--- src/rtl/spi_reg_pkg.sv ---
package spi_reg_pkg;

   // Phase of the current select frame
   typedef enum logic [1:0] {
      ST_CMD  = 2'd0,
      ST_WR   = 2'd1,
      ST_RD   = 2'd2,
      ST_SKIP = 2'd3
   } frame_st_t;

   // Bit order of the synchronised input bundle
   localparam int IN_SS   = 0;
   localparam int IN_SCLK = 1;
   localparam int IN_MOSI = 2;
   localparam int IN_W    = 3;

endpackage

--- src/rtl/spi_in_sync.sv ---
module spi_in_sync
   import spi_reg_pkg::*;
#(
   parameter int STAGES = 2
) (
   input  logic clk,
   input  logic rst_n,
   input  logic ss_n,
   input  logic sclk,
   input  logic mosi,
   output logic ss_on,
   output logic sclk_rise,
   output logic sclk_fall,
   output logic mosi_s
);

   localparam logic [IN_W-1:0] IDLE_VEC = IN_W'(1) << IN_SS;

   logic [STAGES-1:0][IN_W-1:0] pipe;
   logic [IN_W-1:0]             raw;
   logic [IN_W-1:0]             cur;
   logic                        sclk_d;

   always_comb begin
      raw          = '0;
      raw[IN_SS]   = ss_n;
      raw[IN_SCLK] = sclk;
      raw[IN_MOSI] = mosi;
   end

   always_ff @(posedge clk or negedge rst_n) begin
      if (!rst_n) begin
         pipe   <= {STAGES{IDLE_VEC}};
         sclk_d <= 1'b0;
      end else begin
         pipe   <= {pipe[STAGES-2:0], raw};
         sclk_d <= pipe[STAGES-1][IN_SCLK];
      end
   end

   assign cur       = pipe[STAGES-1];
   assign ss_on     = ~cur[IN_SS];
   assign mosi_s    = cur[IN_MOSI];
   assign sclk_rise = ss_on &  cur[IN_SCLK] & ~sclk_d;
   assign sclk_fall = ss_on & ~cur[IN_SCLK] &  sclk_d;

endmodule

--- src/rtl/spi_frame_ctrl.sv ---
module spi_frame_ctrl
   import spi_reg_pkg::*;
#(
   parameter int                ADDR_W  = 6,
   parameter int                DATA_W  = 8,
   parameter int                MODE_W  = 2,
   parameter logic [MODE_W-1:0] WR_CODE = '0,
   parameter logic [MODE_W-1:0] RD_CODE = MODE_W'(1)
) (
   input  logic              clk,
   input  logic              rst_n,
   input  logic              ss_on,
   input  logic              sclk_rise,
   input  logic              sclk_fall,
   input  logic              mosi_s,
   input  logic [DATA_W-1:0] rd_data,
   output logic [ADDR_W-1:0] addr,
   output logic              wr_en,
   output logic [DATA_W-1:0] wr_data,
   output logic              miso,
   output logic              miso_oe,
   output frame_st_t         frame_state
);

   localparam int                CNT_W    = $clog2(DATA_W);
   localparam logic [CNT_W-1:0] LAST_BIT = CNT_W'(DATA_W - 1);

   frame_st_t          state;
   logic [CNT_W-1:0]   bit_cnt;
   logic [DATA_W-2:0]  rx_sh;
   logic [DATA_W-2:0]  tx_sh;
   logic [ADDR_W-1:0]  addr_q;
   logic               miso_q;
   logic               oe_q;
   logic [DATA_W-1:0]  byte_in;
   logic               byte_done;
   logic [MODE_W-1:0]  cmd_mode;

   assign byte_in   = {rx_sh, mosi_s};
   assign byte_done = sclk_fall && (bit_cnt == LAST_BIT);
   assign cmd_mode  = byte_in[DATA_W-1 -: MODE_W];

   always_ff @(posedge clk or negedge rst_n) begin
      if (!rst_n) begin
         state   <= ST_CMD;
         bit_cnt <= '0;
         rx_sh   <= '0;
         tx_sh   <= '0;
         addr_q  <= '0;
         miso_q  <= 1'b0;
         oe_q    <= 1'b0;
      end else if (!ss_on) begin
         state   <= ST_CMD;
         bit_cnt <= '0;
         rx_sh   <= '0;
         miso_q  <= 1'b0;
         oe_q    <= 1'b0;
      end else begin
         if (sclk_fall) begin
            rx_sh   <= byte_in[DATA_W-2:0];
            bit_cnt <= byte_done ? '0 : bit_cnt + 1'b1;
         end
         if (byte_done) begin
            unique case (state)
               ST_CMD: begin
                  addr_q <= byte_in[ADDR_W-1:0];
                  if (cmd_mode == WR_CODE)      state <= ST_WR;
                  else if (cmd_mode == RD_CODE) state <= ST_RD;
                  else                          state <= ST_SKIP;
               end
               ST_WR: addr_q <= addr_q + 1'b1;
               ST_RD: begin
                  addr_q <= addr_q + 1'b1;
                  oe_q   <= 1'b0;
               end
               default: ;
            endcase
         end
         if (sclk_rise && state == ST_RD) begin
            oe_q <= 1'b1;
            if (bit_cnt == '0) begin
               miso_q <= rd_data[DATA_W-1];
               tx_sh  <= rd_data[DATA_W-2:0];
            end else begin
               miso_q <= tx_sh[DATA_W-2];
               tx_sh  <= {tx_sh[DATA_W-3:0], 1'b0};
            end
         end
      end
   end

   assign addr        = addr_q;
   assign wr_en       = byte_done && (state == ST_WR);
   assign wr_data     = byte_in;
   assign miso        = miso_q;
   assign miso_oe     = oe_q;
   assign frame_state = state;

endmodule

--- src/rtl/spi_reg_array.sv ---
module spi_reg_array #(
   parameter int                ADDR_W    = 6,
   parameter int                DATA_W    = 8,
   parameter logic [DATA_W-1:0] RESET_VAL = '0
) (
   input  logic                            clk,
   input  logic                            rst_n,
   input  logic                            we,
   input  logic [ADDR_W-1:0]               addr,
   input  logic [DATA_W-1:0]               wdata,
   output logic [DATA_W-1:0]               rdata,
   output logic [(1<<ADDR_W)*DATA_W-1:0]   q_flat
);

   localparam int NREG = 1 << ADDR_W;

   logic [DATA_W-1:0] mem [NREG];

   for (genvar g = 0; g < NREG; g++) begin : g_reg
      always_ff @(posedge clk or negedge rst_n) begin
         if (!rst_n)                              mem[g] <= RESET_VAL;
         else if (we && addr == ADDR_W'(g))       mem[g] <= wdata;
      end
      assign q_flat[g*DATA_W +: DATA_W] = mem[g];
   end

   assign rdata = mem[addr];

endmodule

--- src/rtl/spi_regbank_slave.sv ---
module spi_regbank_slave
   import spi_reg_pkg::*;
#(
   parameter int                ADDR_W       = 6,
   parameter int                DATA_W       = 8,
   parameter int                MODE_W       = 2,
   parameter int                SYNC_STAGES  = 2,
   parameter bit                HAS_PULLDOWN = 1'b1,
   parameter int                PD_ADDR      = 1,
   parameter int                PD_BIT       = 3,
   parameter logic [DATA_W-1:0] RESET_VAL    = '0,
   parameter logic [MODE_W-1:0] WR_CODE      = '0,
   parameter logic [MODE_W-1:0] RD_CODE      = MODE_W'(1)
) (
   input  logic                                 clk,
   input  logic                                 rst_n,
   input  logic                                 spi_ss_n,
   input  logic                                 spi_sclk,
   input  logic                                 spi_mosi,
   output logic                                 spi_miso,
   output logic                                 spi_miso_oe,
   output logic                                 spi_miso_pd,
   output logic [(1<<ADDR_W)*DATA_W-1:0]        reg_q
);

   localparam int NREG = 1 << ADDR_W;

   if (DATA_W != MODE_W + ADDR_W) begin : g_bad_cmd
      $error("command byte must hold mode and address exactly");
   end
   if (DATA_W < 3) begin : g_bad_data
      $error("data width below 3 is not supported");
   end
   if (SYNC_STAGES < 2) begin : g_bad_sync
      $error("at least two synchroniser stages are required");
   end
   if (WR_CODE == RD_CODE) begin : g_bad_codes
      $error("write and read codes must differ");
   end
   if (PD_ADDR >= NREG || PD_BIT >= DATA_W) begin : g_bad_pd
      $error("pull-down control bit lies outside the bank");
   end

   logic              ss_on;
   logic              sclk_rise;
   logic              sclk_fall;
   logic              mosi_s;
   logic [ADDR_W-1:0] addr;
   logic              wr_en;
   logic [DATA_W-1:0] wr_data;
   logic [DATA_W-1:0] rd_data;
   logic              miso_q;
   logic              oe;
   frame_st_t         frame_state;

   spi_in_sync #(
      .STAGES (SYNC_STAGES)
   ) u_sync (
      .clk       (clk),
      .rst_n     (rst_n),
      .ss_n      (spi_ss_n),
      .sclk      (spi_sclk),
      .mosi      (spi_mosi),
      .ss_on     (ss_on),
      .sclk_rise (sclk_rise),
      .sclk_fall (sclk_fall),
      .mosi_s    (mosi_s)
   );

   spi_frame_ctrl #(
      .ADDR_W  (ADDR_W),
      .DATA_W  (DATA_W),
      .MODE_W  (MODE_W),
      .WR_CODE (WR_CODE),
      .RD_CODE (RD_CODE)
   ) u_ctrl (
      .clk         (clk),
      .rst_n       (rst_n),
      .ss_on       (ss_on),
      .sclk_rise   (sclk_rise),
      .sclk_fall   (sclk_fall),
      .mosi_s      (mosi_s),
      .rd_data     (rd_data),
      .addr        (addr),
      .wr_en       (wr_en),
      .wr_data     (wr_data),
      .miso        (miso_q),
      .miso_oe     (oe),
      .frame_state (frame_state)
   );

   spi_reg_array #(
      .ADDR_W    (ADDR_W),
      .DATA_W    (DATA_W),
      .RESET_VAL (RESET_VAL)
   ) u_regs (
      .clk    (clk),
      .rst_n  (rst_n),
      .we     (wr_en),
      .addr   (addr),
      .wdata  (wr_data),
      .rdata  (rd_data),
      .q_flat (reg_q)
   );

   assign spi_miso    = miso_q & oe;
   assign spi_miso_oe = oe;

   if (HAS_PULLDOWN) begin : g_pd
      assign spi_miso_pd = reg_q[PD_ADDR*DATA_W + PD_BIT] & ~oe;
   end else begin : g_no_pd
      assign spi_miso_pd = 1'b0;
   end

endmodule

--- config.mk ---
export PLATFORM = sky130hd
export DESIGN_NAME = spi_regbank_slave
export DESIGN_NICKNAME = d
export VERILOG_FILES = /design/src/rtl/spi_reg_pkg.sv /design/src/rtl/spi_in_sync.sv /design/src/rtl/spi_frame_ctrl.sv /design/src/rtl/spi_reg_array.sv /design/src/rtl/spi_regbank_slave.sv
export SDC_FILE = /design/constraint.sdc
export NUM_CORES = 1
export LEC_CHECK = 0
export ABC_AREA = 1
export BUFFER_PORTS_ARGS = -buffer_cell sky130_fd_sc_hd__buf_2
export CELL_PAD_IN_SITES_DETAIL_PLACEMENT = 0
export CELL_PAD_IN_SITES_GLOBAL_PLACEMENT = 1
export CORE_UTILIZATION = 40
export CTS_CLUSTER_SIZE = 10
export DETAILED_ROUTE_END_ITERATION = 12
export GPL_TIMING_DRIVEN = 0
export HOLD_SLACK_MARGIN = 0.12
export PLACE_DENSITY_LB_ADDON = 0.08
export SYNTH_ARGS = -nofsm -noshare
export SYNTH_HDL_FRONTEND = slang
export SYNTH_HIERARCHICAL = 1
export SYNTH_SLANG_ARGS = --single-unit
export TNS_END_PERCENT = 30
--- constraint.sdc ---
create_clock -name clk -period 2.65 [get_ports clk]
set_input_delay 0 -clock clk [delete_from_list [all_inputs] [get_ports clk]]
set_output_delay 0 -clock clk [all_outputs]
set_load 0.005 [all_outputs]
# Yosys cells after proc, flatten, opt, wreduce, memory -nomap -nowiden
# Index checks and enable logic that the tools add are counted.
# op_classes
mux	22
addsub	2
n_eq_ne	67
n_bitwise	11
reduce_logical	83
n_div	0
shifts	0
n_lt_le_gt_ge	1
mul	0
# op_table
operator	n
== test 6 bit, second input constant	32
== test 6 x 5 -> 1 bit, second input constant	16
logical AND 1 bit	67
binary-select mux 8 bit (select 6 bit)	1
== test 6 x 4 -> 1 bit, second input constant	8
== test 6 x 3 -> 1 bit, second input constant	4
2-to-1 mux 7 bit	3
2-to-1 mux 8 bit	2
== test 6 x 2 -> 1 bit, second input constant	2
case mux 6 bit (2 select lines)	1
nonzero test 2 bit	5
2-to-1 mux 3 bit	3
2-to-1 mux 1 bit	8
2-to-1 mux 2 bit	4
>= comparator 7 bit, second input constant	1
NOT 6 -> 7 bit	1
adder 6 x 1 -> 6 bit, second input constant	1
bitwise AND 1 bit	6
== test 6 x 1 -> 1 bit, second input constant	1
logical NOT 6 bit	1
AND reduction 2 bit	3
nonzero test 3 bit	2
== test 2 x 1 -> 1 bit, second input constant	2
logical NOT 2 bit	2
7 further kinds	10
# totals
mem_count	0
romBits	0
input_bits	5
reg_bits	546
out_inout_bits	515
latch_bits	0
ramBits	0
elab_cells	260

# Depth between registers and ports, before layout
# Gate-level depths: netlist of run 1.
# depth
word_depth	7
depth_mapped	16
mapped_depth_nobuf	13

# Hierarchy
# Netlist of run 1, hierarchy kept.
# modules_own_cells
mod	area_per_inst_um2	cells_per_inst	instances
spi_reg_array	24529.8	3282	1
spi_frame_ctrl	1440.1	172	1
spi_in_sync	205.2	13	1
spi_regbank_slave	15.0	4	1

# Worst setup path before layout of run 1
# No wires, ideal clock.
# synth_path
kind	flip-flop to flip-flop
start	register u_sync.pipe, in the netlist u_sync/cur[1]
end	register u_regs.mem, in the netlist u_regs/q_flat[221]
n_path_buf	3
stages_incl_launch_ff	14
arrival_time_ps	1868
slack_ps	652
setup_time_ps	130
t_required_ps	2520
period_less_slack_ps	1998
cell_sequence	dfrtp_1 -> inv_1 -> nand2_1 -> nor2_1 -> buf_4 -> nand2_1 -> nor2_1 -> inv_2 -> nor2_4 -> buf_4 -> nand2_1 -> buf_2 -> nand2_1 -> o21ai_1
# synth_via
elab_chain_cells	6
# synth_lines
element	line	text
start: declaration	spi_in_sync.sv:19	logic [STAGES-1:0][IN_W-1:0] pipe;
start signal: assignment	spi_in_sync.sv:33	pipe <= {STAGES{IDLE_VEC}};
start signal: assignment	spi_in_sync.sv:36	pipe <= {pipe[STAGES-2:0], raw};
NOT 1 bit	spi_in_sync.sv:45	assign sclk_fall = ss_on & ~cur[IN_SCLK] & sclk_d;
bitwise AND 1 bit (2 in series)	spi_in_sync.sv:45	
via sclk_fall	spi_regbank_slave.sv:46	logic sclk_fall;
logical AND 1 bit	spi_frame_ctrl.sv:40	assign byte_done = sclk_fall && (bit_cnt == LAST_BIT);
logical AND 1 bit	spi_frame_ctrl.sv:93	assign wr_en = byte_done && (state == ST_WR);
via wr_en	spi_regbank_slave.sv:49	logic wr_en;
logical AND 1 bit	spi_reg_array.sv:22	else if (we && addr == ADDR_W'(g)) mem[g] <= wdata;
end signal: indexed assignment	spi_reg_array.sv:22	
end: declaration	spi_reg_array.sv:17	logic [DATA_W-1:0] mem [NREG];
# The timed path passes the listed nets, and every way through them passes these cells.
# A chain may end at the register's enable or synchronous reset.

# Worst setup path in the final report of run 1
# layout_path
start	register u_ctrl.addr_q[0] (netlist: u_ctrl/addr[0])
end	register u_ctrl.miso_q (netlist: u_ctrl/miso)
# layout_via
elab_chain_cells	7
# layout_lines
element	line	text
start: declaration	spi_frame_ctrl.sv:32	logic [ADDR_W-1:0] addr_q;
start signal: assignment	spi_frame_ctrl.sv:66	addr_q <= byte_in[ADDR_W-1:0];
start signal: assignment	spi_frame_ctrl.sv:71	ST_WR: addr_q <= addr_q + 1'b1;
start signal: assignment	spi_frame_ctrl.sv:73	addr_q <= addr_q + 1'b1;
NOT 6 -> 7 bit (not written as such)	spi_reg_array.sv:27	assign rdata = mem[addr];
binary-select mux 8 bit (select 6 bit)	spi_reg_array.sv:27	
2-to-1 mux 8 bit (not written as such) (2 in series)	spi_reg_array.sv:27	
via rd_data[7]	spi_regbank_slave.sv:51	logic [DATA_W-1:0] rd_data;
2-to-1 mux 1 bit	spi_frame_ctrl.sv:81	if (bit_cnt == '0) begin
2-to-1 mux 1 bit	spi_frame_ctrl.sv:79	if (sclk_rise && state == ST_RD) begin
2-to-1 mux 1 bit	spi_frame_ctrl.sv:52	end else if (!ss_on) begin
end signal: assignment	spi_frame_ctrl.sv:82	miso_q <= rd_data[DATA_W-1];
end signal: assignment	spi_frame_ctrl.sv:85	miso_q <= tx_sh[DATA_W-2];
end: declaration	spi_frame_ctrl.sv:33	logic miso_q;
# The timed path passes the listed nets, and every way through them passes these cells. The select of a mux whose other input is x is not followed.

==> results by group, run 1 <==
Run status
  • Outcome: finished, final reports clean

Floorplanning
  • Num rows: 93
  • CORE AREA: approximately 65,000 um2
  • DIE HEIGHT: about 260 um
  • Die footprint: roughly 67,000 um2
  • Initial Util: between 40 and 50%
  • IO Count: between 500 and 600
  • Chip width: approximately 260 um

Yosys
  • Synth Register Bits: 546
  • Post-synthesis sequential area ratio: 52.18%
  • Largest cells by area after synthesis: dfrtp_1 (52%), nand2_1 (27%), o21ai_0 (7.2%), o21ai_1 (3.0%), buf_2 (1.9%)
  • Distinct cells, synth: 30
  • Synth Flop Type: dfrtp_1
  • Yosys warning count: 6
  • Syn Area/Cell: roughly 7.5 um2
  • Yosys top cell area share: 51.98%
  • Post-synth top cells: nand2_1 (1,865), dfrtp_1 (544), o21ai_0 (376)
  • Post-synth ARST share: 100.0%
  • Count leader, synth: nand2_1
  • Mapped cell area: ~26,000 um2
  • Syn nets: roughly 3,500
  • EDFF count, synth: 0
  • Cell taking the most area after synthesis: dfrtp_1
  • Post-Syn Instances: 3,471

Worst setup path
  • Critical Path Sink Type: register
  • Worst flop-to-flop path endpoint: u_ctrl/miso
  • Setup CP Type: reg2reg
  • R2R depth: 15
  • Crit path DAT: 3.10 ns
  • Crit path max fanout: 10
  • Reg-to-reg setup timing slack: 0.07 ns
  • Worst Path Required: 3.17 ns
  • Worst r2r src: u_ctrl/addr[0]
  • Crit path launch type: register

Global routing
  • Vias in the first global route: 24,535
  • GRT overflow: 0
  • Total global routing track utilization: 35.40%
  • Largest net degree at the start of global routing: roughly 120
  • Global-route wire length before repair: 171,200 um
  • Initial antenna violation count: 0

Timing
  • Slew HR: a little under two fifths
  • Hold Violations, Final: 0
  • Max Fclk: 387.7 MHz
  • WHS: approximately 0.36 ns
  • Final Critical Period: approximately 2.6 ns
  • Clock Skew: 0.01943 ns
  • Worst slew pin tran: 0.9323 ns
  • Sum Neg Setup Slack: 0 ns
  • Period utilisation layout: slightly below 100%
  • Setup violations, final: 0
  • Slew Limit Fails: 0

Finish
  • Register area: around 14,000 um2
  • Filler cells: 6,685
  • Ant diodes: 0
  • Share of layout cells above drive strength 1: ~21%
  • Layout area overhead: 22.62%
  • Design area: 32,110 um2
  • Nets: 4,091
  • Area of the multi-input gates: between 10,000 and 15,000 um2

Route
  • Starting DRT DRC Count: roughly 2,700
  • Mean number of vias per cell: ~5.3
  • Via count: roughly 26,000
  • Mean routed wirelength per cell: roughly 24 um
  • DRC violations left: 0
  • Final WL: 119,100 um
  • Routed Antenna Nets: 0
  • DR pass1 iterations: 5

Clock network
  • CTS Buf Count: between 60 and 70
  • CTS Buffer Depth: 3
  • CTS tree: done
  • Worst-path clk slew: approximately 0.060 ns
  • Sink Count: roughly 550
  • Worst skew pair latency: approximately 0.61 ns
  • Htree depth: 3
  • Root Buffer: clkbuf_16

Placed design
  • Post-DP HPWL: 90,930 um
  • Final GP Congestion: 0.9548
  • Placed Area: between 30,000 and 40,000 um2
  • IO Port Bufs: 519

Pwr
  • Power per cell area: 524.4 nW/um2
  • Leak: between 15 and 20 nW
  • Total power: between 15 and 20 mW
  • Worst VDD drop: ~370 uV

Hold path
  • Hold Path Depth: 0
  • Hold Crit Endpoint: u_sync/cur[1]
  • Hold Path Class: reg2reg
  • Hold path startpoint: u_sync/pipe[1]

Run
  • Max-Cap Viols: 0
==> flip-flops by register name, summed over array words and instances, names as in the netlist <==
| name | cells |
|---|---|
| u_ctrl/frame_state | 2 |
| u_ctrl/miso_oe | 1 |
| u_ctrl/bit_cnt | 3 |
| u_sync/cur | 3 |
| u_ctrl/addr | 6 |
| u_sync/sclk_d | 1 |
| u_ctrl/rx_sh | 7 |
| u_regs/q_flat | 512 |
| u_ctrl/miso | 1 |
| u_ctrl/tx_sh | 7 |
| u_sync/pipe | 3 |
==> area by class of cell <==
| type | instances | area share, % |
|---|---|---|
| Buffer | 218 | 3.698 |
| Clock buffer | 85 | 5.618 |
| Clock inverter | 3 | 0.08182 |
| Inverter | 59 | 0.7208 |
| Multi-Input combinational cell | 2648 | 34.99 |
| Sequential cell | 546 | 42.56 |
| Tap cell | 855 | 3.331 |
| Timing Repair Buffer | 539 | 9.000 |
==> power by group <==
group	internal [mW]	switching (mW)	total, mW	leakage [nW]
Combinational	0.0495	0.249	0.298	9.04
Sequential	8.35	0.00496	8.35	7.61
Clock	4.71	3.48	8.19	0.897
Total	13.1	3.73	16.8	17.5
==> worst max-delay path, cell delays in order (launching register included) <==
cell     delay, ns
dfrtp_2       0.42
buf_6         0.18
buf_4         0.30
buf_2         0.33
nand2_1       0.08
nand2_1       0.12
nand2_1       0.07
nand2_1       0.13
nand2_1       0.07
nand2_1       0.10
nor2_1        0.06
nor2_1        0.15
nor2_1        0.10
nand2_1       0.11
o21ai_0       0.11
o21ai_0       0.16
==> worst max-delay path by stage <==
stage                   startpoint  slack (ns)            endpoint
finish              u_ctrl/addr[0]        0.07         u_ctrl/miso
global route        u_ctrl/addr[0]       -0.01     u_ctrl/tx_sh[6]
CTS                 u_ctrl/addr[0]        0.01     u_ctrl/tx_sh[5]
detailed placement  u_ctrl/addr[1]       -0.37         u_ctrl/miso
global placement             rst_n      -10.24  u_regs/q_flat[221]
floorplan            u_sync/cur[1]        0.65  u_regs/q_flat[221]
==> through the flow <==
| step | std cells | worst slack (ns) | util (%) |
|---|---|---|---|
| after global placement | 4845 | -10.24 | 46.23 |
| after global routing | 4953 | -0.01085 | 49.73 |
| after floorplan | 3471 | 0.6525 | - |
| final | 4953 | 0.07069 | 49.73 |
| after CTS | 4948 | 0.01475 | 49.55 |
| after detailed placement | 4850 | -0.3707 | 46.46 |
==> cells in the final DEF (no fill, tap or decap), drive strengths merged <==
| cell type | netlist | routed |
|---|---|---|
| a21oi | 10 | 10 |
| buf | 123 | 644 |
| clkbuf | 95 | 190 |
| dfrtp | 544 | 544 |
| dfstp | 2 | 2 |
| dlygate4sd3 | 0 | 8 |
| ha | 8 | 8 |
| inv | 59 | 62 |
| nand2 | 1917 | 1917 |
| nand3 | 31 | 31 |
| nand4 | 1 | 1 |
| nor2 | 129 | 129 |
| nor3 | 2 | 2 |
| o211ai | 1 | 1 |
| o21ai | 538 | 538 |
| o21bai | 1 | 1 |
| o22ai | 6 | 6 |
| or2 | 2 | 2 |
| xor2 | 2 | 2 |
==> cell families (layout without fill, tap and decap cells) <==
kind of cell	after synthesis	after routing	synth area share, %
and+or+nand+nor	2082	2082	31.66
AOI/OAI and AO/OA	556	556	10.76
DFF	546	546	52.18
buffers and inverters	277	904	4.949
adders and majority gates	8	8	0.3822
xor gates and xnor gates	2	2	0.06690
==> layer usage <==
| metal | wire [um] | up-vias | part of all wire (%) | GRT usage [%] |
|---|---|---|---|---|
| met4 | 3925 | 0 | 3.3 | 11.93 |
| li1 | - | 12125 | - | - |
| met3 | 9962 | 191 | 8.4 | 6.900 |
| met5 | 0 | - | 0 | 0 |
| met1 | 49780 | 12750 | 42 | 48.16 |
| met2 | 55440 | 1113 | 47 | 56.52 |
==> what timing repair did <==
| action | in CTS | in global routing |
|---|---|---|
| cloned | 0 | 0 |
| endpoints found under the setup margin | 44 | 101 |
| setup buffers | 1 | 5 |
| gates resized for setup | 25 | 48 |
| hold endpoints to repair | 252 | 0 |
| hold buffers | 9 | 0 |
| pin swaps | 1 | 2 |
Power figures use the tool's default switching activity.
==> inputs of run 2 (changes only) <==
- MAX_ROUTING_LAYER: not set -> met4
==> run 2 against run 1 <==
Core utilization increased by 0.17 points. Critical endpoint unchanged. Critical path depth increased by 1. Count of clock-buffer cells in the layout increased by 7. Routed wire length increased by 0.19%. Cell count increased by 0.16%. Clock power increased by 2%. First-iteration DRC count increased by 7.2%. Register-to-register slack improved by 0.04 ns.
==> results by group, run 2 (same netlist as run 1, synthesis figures left out) <==
Global routing
  • Global-route wire length before repair: ~170,000 um
  • Largest net degree at the start of global routing: 118
  • Initial antenna violation count: 0
  • Total global routing track utilization: 36.48%
  • Vias in the first global route: 24,518
  • GRT overflow: 0

Worst setup path
  • Crit path DAT: around 3 ns
  • Worst Path Required: ~3.2 ns
  • Crit path launch type: register
  • Setup CP Type: reg2reg
  • Critical Path Sink Type: register
  • Crit path max fanout: 10

Finish
  • Area of the multi-input gates: 11,240 um2
  • Most frequent cells in the layout: nand2_1 (1,865), buf_2 (593), dfrtp_1 (543), o21ai_0 (376), o21ai_1 (156)
  • Share of layout cells above drive strength 1: about a fifth
  • Layout area overhead: 23.05%
  • Ant diodes: 0
  • Filler cells: ~6,700
  • Register area: between 10,000 and 15,000 um2
  • Nets: 4,093
  • Max reg flops: 512
  • Commonest non-fill, non-tap cell in the layout: nand2_1

Floorplanning
  • Chip width: between 200 and 300 um
  • DIE HEIGHT: between 200 and 300 um
  • Die footprint: 66,500 um2
  • Initial Util: approximately 41%
  • Num rows: just over 90
  • CORE AREA: between 60,000 and 70,000 um2
  • IO Count: 520

Pwr
  • Cell Int Power: about 13 mW
  • Leak: roughly 18 nW
  • P_sw: around 3.8 mW
  • Clock network power share: between 40% and 50%
  • Combinational Power Share: 1.7%
  • Power per cell area: ~530 nW/um2
  • Reg power frac: approximately 49%
  • Sw frac: 22.13%
  • Total power: between 15 and 20 mW
  • Worst VDD drop: 346.4 uV

Timing
  • Slew Limit Fails: 0
  • Max Fclk: ~400 MHz
  • Final Critical Period: 2.538 ns
  • Worst slew pin tran: roughly 0.99 ns
  • Hold Violations, Final: 0
  • Clock Skew: approximately 0.020 ns
  • Slew HR: approximately a third
  • RSZ-0062 raised after global routing: false
  • Setup violations, final: 0
  • Period utilisation layout: a little over nine tenths
  • Sum Neg Setup Slack: 0 ns

Clock network
  • Root Buffer: clkbuf_16
  • CTS Buffer Depth: 3
  • CTS tree: done
  • Worst-path clk slew: around 0.060 ns
  • CTS Buf Count: 66
  • Worst skew pair latency: just over 0.6 ns
  • Htree depth: 3
  • Sink Count: ~550

Route
  • DRC violations left: 0
  • DR pass1 iterations: 6
  • Mean number of vias per cell: 5.319
  • Starting DRT DRC Count: between 2,000 and 3,000
  • Routed Antenna Nets: 0
  • Mean routed wirelength per cell: ~24 um
  • Final WL: between 100,000 and 150,000 um
  • Via count: between 20,000 and 30,000

Placed design
  • IO Port Bufs: 519
  • Final GP Congestion: 0.9725
  • Post-DP HPWL: ~91,000 um

Hold path
  • Hold Path Class: reg2reg

Run status
  • Outcome: finished, final reports clean

Run
  • Max-Cap Viols: 0
## run 2: cell count changes in the layout (fill, tap and decap cells not counted), sizes merged
cell / delta
buf: +3
clkbuf: +6
inv: -1
## run 2: path summary, 6_finish.rpt
kind	from	end	slack (ns)	cells after the start
worst max-delay path	u_ctrl/addr[0]	u_ctrl/miso	0.11	16
worst min register to register	u_sync/pipe[0]	u_sync/cur[0]	0.36	0
worst min-delay path	u_sync/pipe[0]	u_sync/cur[0]	0.36	0
min in group asynchronous	rst_n	u_regs/q_flat[110]	0.52	4
max in group asynchronous	rst_n	u_regs/q_flat[452]	0.86	5
worst max register to register	u_ctrl/addr[0]	u_ctrl/miso	0.11	16
## run 2: layout make-up
class | count | area share, %
Tap cell | 855 | 3.320
Timing Repair Buffer | 541 | 9.054
Inverter | 59 | 0.7183
Buffer | 218 | 3.766
Multi-Input combinational cell | 2648 | 34.87
Clock buffer | 92 | 5.812
Clock inverter | 2 | 0.05436
Sequential cell | 546 | 42.41
## run 2: repair_timing
item | 4_1_cts | 5_1_grt
buffers inserted | 1 | 7
gates resized for setup | 32 | 48
hold endpoints to repair | 365 | 0
hold buffers | 9 | 0
pin swaps | 1 | 2
setup endpoints to repair | 33 | 104
gates cloned | 0 | 0
## run 2: per-layer routing
metal  GRT usage, %  part of all wire, %
met5              -                    0
met4          12.94                  3.7
met3          6.390                  7.9
met2          56.00                   46
met1          48.48                   42
## run 2: power groups by stage
stage	combinational, mW	sequential (mW)	clock, mW
finish	0.298	8.36	8.37
global route	0.334	8.35	8.79
CTS	0.306	8.35	8.48
detailed placement	0.291	8.50	0
global placement	0.266	8.51	0
floorplan	0.0457	8.50	0
## run 2: worst max-delay path: stages (launching register included)
cell,delay [ns]
dfrtp_2,0.46
buf_6,0.18
inv_4,0.15
buf_8,0.23
buf_2,0.30
nand2_1,0.08
nand2_1,0.06
nand2_1,0.04
nand2_1,0.12
nand2_1,0.07
nand2_1,0.10
nor2_1,0.05
nor2_1,0.15
nor2_1,0.11
nand2_1,0.12
o21ai_0,0.09
o21ai_0,0.15
## run 2: metrics by stage
| stage | std cells | util (%) | instance area (um2) | worst slack, ns | hold WS (ns) |
|---|---|---|---|---|---|
| floorplan | 3471 | - | 26190 | 0.6525 | -0.2956 |
| global placement | 4845 | 46.23 | 29860 | -10.27 | 0.1128 |
| detailed placement | 4850 | 46.46 | 30010 | -0.3995 | -0.1219 |
| CTS | 4954 | 49.66 | 32070 | 0.0003524 | 0.3654 |
| global route | 4961 | 49.90 | 32230 | 0.001920 | 0.3604 |
| finish | 4961 | 49.90 | 32230 | 0.1117 | 0.3638 |
==> inputs of run 3 (changes only) <==
- BUFFER_PORTS_ARGS: -buffer_cell sky130_fd_sc_hd__buf_2 -> not set
- CORE_UTILIZATION: 40 -> 46
- DONT_BUFFER_PORTS: not set -> 1
==> run 3 against run 2 <==
The flow now finishes with violations (hold timing). Sequential cell count stayed put. Cell count is 13% lower. Die area is 13% lower. Clock power hardly changed. Hold slack worse by 1.3 ns. Global-route usage is 4.3 points higher. Via count is 6.7% lower. Setup slack worse by 0.063 ns. Core utilization is 2.0 points higher. First-iteration DRC count is 7.0% lower. Total power is 1.2% lower. Clock skew is 0.0032 ns higher. Critical path type unchanged. Largest power group is now registers. Highest routed layer unchanged.
==> results by group, run 3 (same netlist as run 1, synthesis figures left out) <==
Clock network
  • Post-CTS Hold Buffers: 6
  • Sink Count: ~550
  • CTS Buffer Depth: 3
  • CTS Buf Count: 66
  • Root Buffer: clkbuf_16
  • Worst-path clk slew: ~0.060 ns
  • CTS tree: done
  • Htree depth: 3
  • Worst skew pair latency: roughly 0.61 ns

Placed design
  • Pre-CTS setup slack: -0.3635 ns
  • Post-DP HPWL: just under 90,000 um
  • Placed cell count: about 4,200
  • Placed Area: 27,140 um2
  • IO Port Bufs: 0
  • Final GP Congestion: roughly 1.0

Finish
  • Filler cells: 5,564
  • Final Core Density: about half
  • Share of layout cells above drive strength 1: approximately 9.0%
  • Layout area overhead: 11.62%
  • Ant diodes: 0
  • Non-Filler Instances: between 4,000 and 5,000
  • Max reg flops: roughly 510
  • Commonest non-fill, non-tap cell in the layout: nand2_1
  • Nets: roughly 3,600
  • Design area: about 29,000 um2
  • Most frequent cells in the layout: nand2_1 (1,864), dfrtp_1 (542), o21ai_0 (376), o21ai_1 (156), clkbuf_1 (101)

Worst setup path
  • Crit path DAT: just over 3 ns
  • Crit path launch type: register
  • Crit path max fanout: 10
  • Setup CP Type: reg2reg
  • Worst Path Required: between 3 and 4 ns
  • Critical Path Sink Type: register

Pwr
  • Total power: around 17 mW
  • Worst VDD drop: 561.0 uV
  • Power per cell area: about 580 nW/um2
  • Leak: ~15 nW

Floorplanning
  • Die footprint: 57,890 um2
  • Initial Util: 46.54%
  • CORE AREA: roughly 56,000 um2
  • Chip width: around 240 um
  • IO Count: 520
  • DIE HEIGHT: roughly 240 um
  • Num rows: 87

Timing
  • Worst setup margin: between 0.04 and 0.05 ns
  • WHS: -0.9062 ns
  • Sum Neg Setup Slack: 0 ns
  • Worst slew pin tran: approximately 1.2 ns
  • Setup violations, final: 0
  • Final Critical Period: approximately 2.6 ns
  • Clock Skew: ~0.023 ns
  • Slew Limit Fails: 0
  • Max Fclk: about 380 MHz
  • Hold Violations, Final: 546
  • Slew HR: ~22%
  • Period utilisation layout: 98.17%

Hold path
  • Hold Path Class: in2async

Route
  • Mean number of vias per cell: ~5.7
  • DR pass1 iterations: 6
  • Final WL: between 100,000 and 150,000 um
  • DRC violations left: 0
  • Routed Antenna Nets: 0
  • Via count: between 20,000 and 25,000
  • Starting DRT DRC Count: between 2,000 and 3,000
  • Mean routed wirelength per cell: 26.62 um

Global routing
  • Vias in the first global route: roughly 23,000
  • Total global routing track utilization: between 40% and 50%
  • Initial antenna violation count: 1
  • Global-route wire length before repair: about 160,000 um
  • GRT overflow: 0
  • Largest net degree at the start of global routing: about 550

Run
  • Max-Cap Viols: 0

Run status
  • Outcome: complete, but fails checks
  • Failing checks: hold timing
## run 3: cell types whose count changed in the layout (fill, tap and decap cells not counted), sizes merged
cell	delta
dlygate4sd3	-2
buf	-531
clkbuf	-1
bufinv	+1
## run 3: routing by layer
metal  part of all wire, %  wire [um]  up-vias  global-route usage, %
li1                      -          -    11066                      -
met1                    38      44360    12005                  50.25
met2                    45      52330     1305                  61.66
met3                    12      13420      241                  12.35
met4                   4.5       5154        0                  17.76
met5                     0          0        -                      -
## run 3: power by group
group          internal, mW  leakage [nW]  total (mW)  switching, mW
Combinational        0.0202          6.02       0.100         0.0802
Clock                  4.90         0.924        8.35           3.46
Sequential             8.35          7.61        8.36        0.00503
## run 3: worst paths after layout
| path | startpoint | endpoint | slack, ns | cells after the start |
|---|---|---|---|---|
| worst min register to register | u_sync/pipe[0] | u_sync/cur[0] | 0.36 | 0 |
| worst max register to register | u_ctrl/addr[0] | u_ctrl/tx_sh[6] | 0.05 | 15 |
| worst min-delay path | rst_n | u_regs/q_flat[61] | -0.91 | 0 |
| min in group clk | u_sync/pipe[0] | u_sync/cur[0] | 0.36 | 0 |
| worst max-delay path | u_ctrl/addr[0] | u_ctrl/tx_sh[6] | 0.05 | 15 |
| max in group asynchronous | rst_n | u_regs/q_flat[468] | 2.59 | 0 |
## run 3: area by class of cell
cell class / count / area, um2 / share of cell area (%)
flip-flops and latches: 546 / 13670 / 46.75
repair buffers: 8 / 75.07 / 0.2568
clock inverters: 3 / 47.55 / 0.1626
inverters: 59 / 231.5 / 0.7918
clock buffers: 91 / 1849 / 6.326
multi-input cells: 2648 / 11240 / 38.46
well taps: 756 / 945.9 / 3.236
plain buffers: 218 / 1174 / 4.015
## run 3: worst max-delay path, cell delays in order (launching register included)
cell and delay (ns):
dfrtp_2 0.45, buf_6 0.17, buf_4 0.23, buf_4 0.24
nand2_1 0.09, nand2_1 0.09, nand2_1 0.07, nand2_1 0.09
nand2_1 0.08, nand2_1 0.09, nor2_1 0.23, nor2_1 0.09
nor2_1 0.14, nand2_1 0.12, o21ai_0 0.18, o21ai_0 0.10
## run 3: repair_timing
action	CTS	global route
pin swaps	1	2
setup buffers	1	1
resized for setup	28	36
endpoints found under the hold margin	549	546
endpoints found under the setup margin	16	78
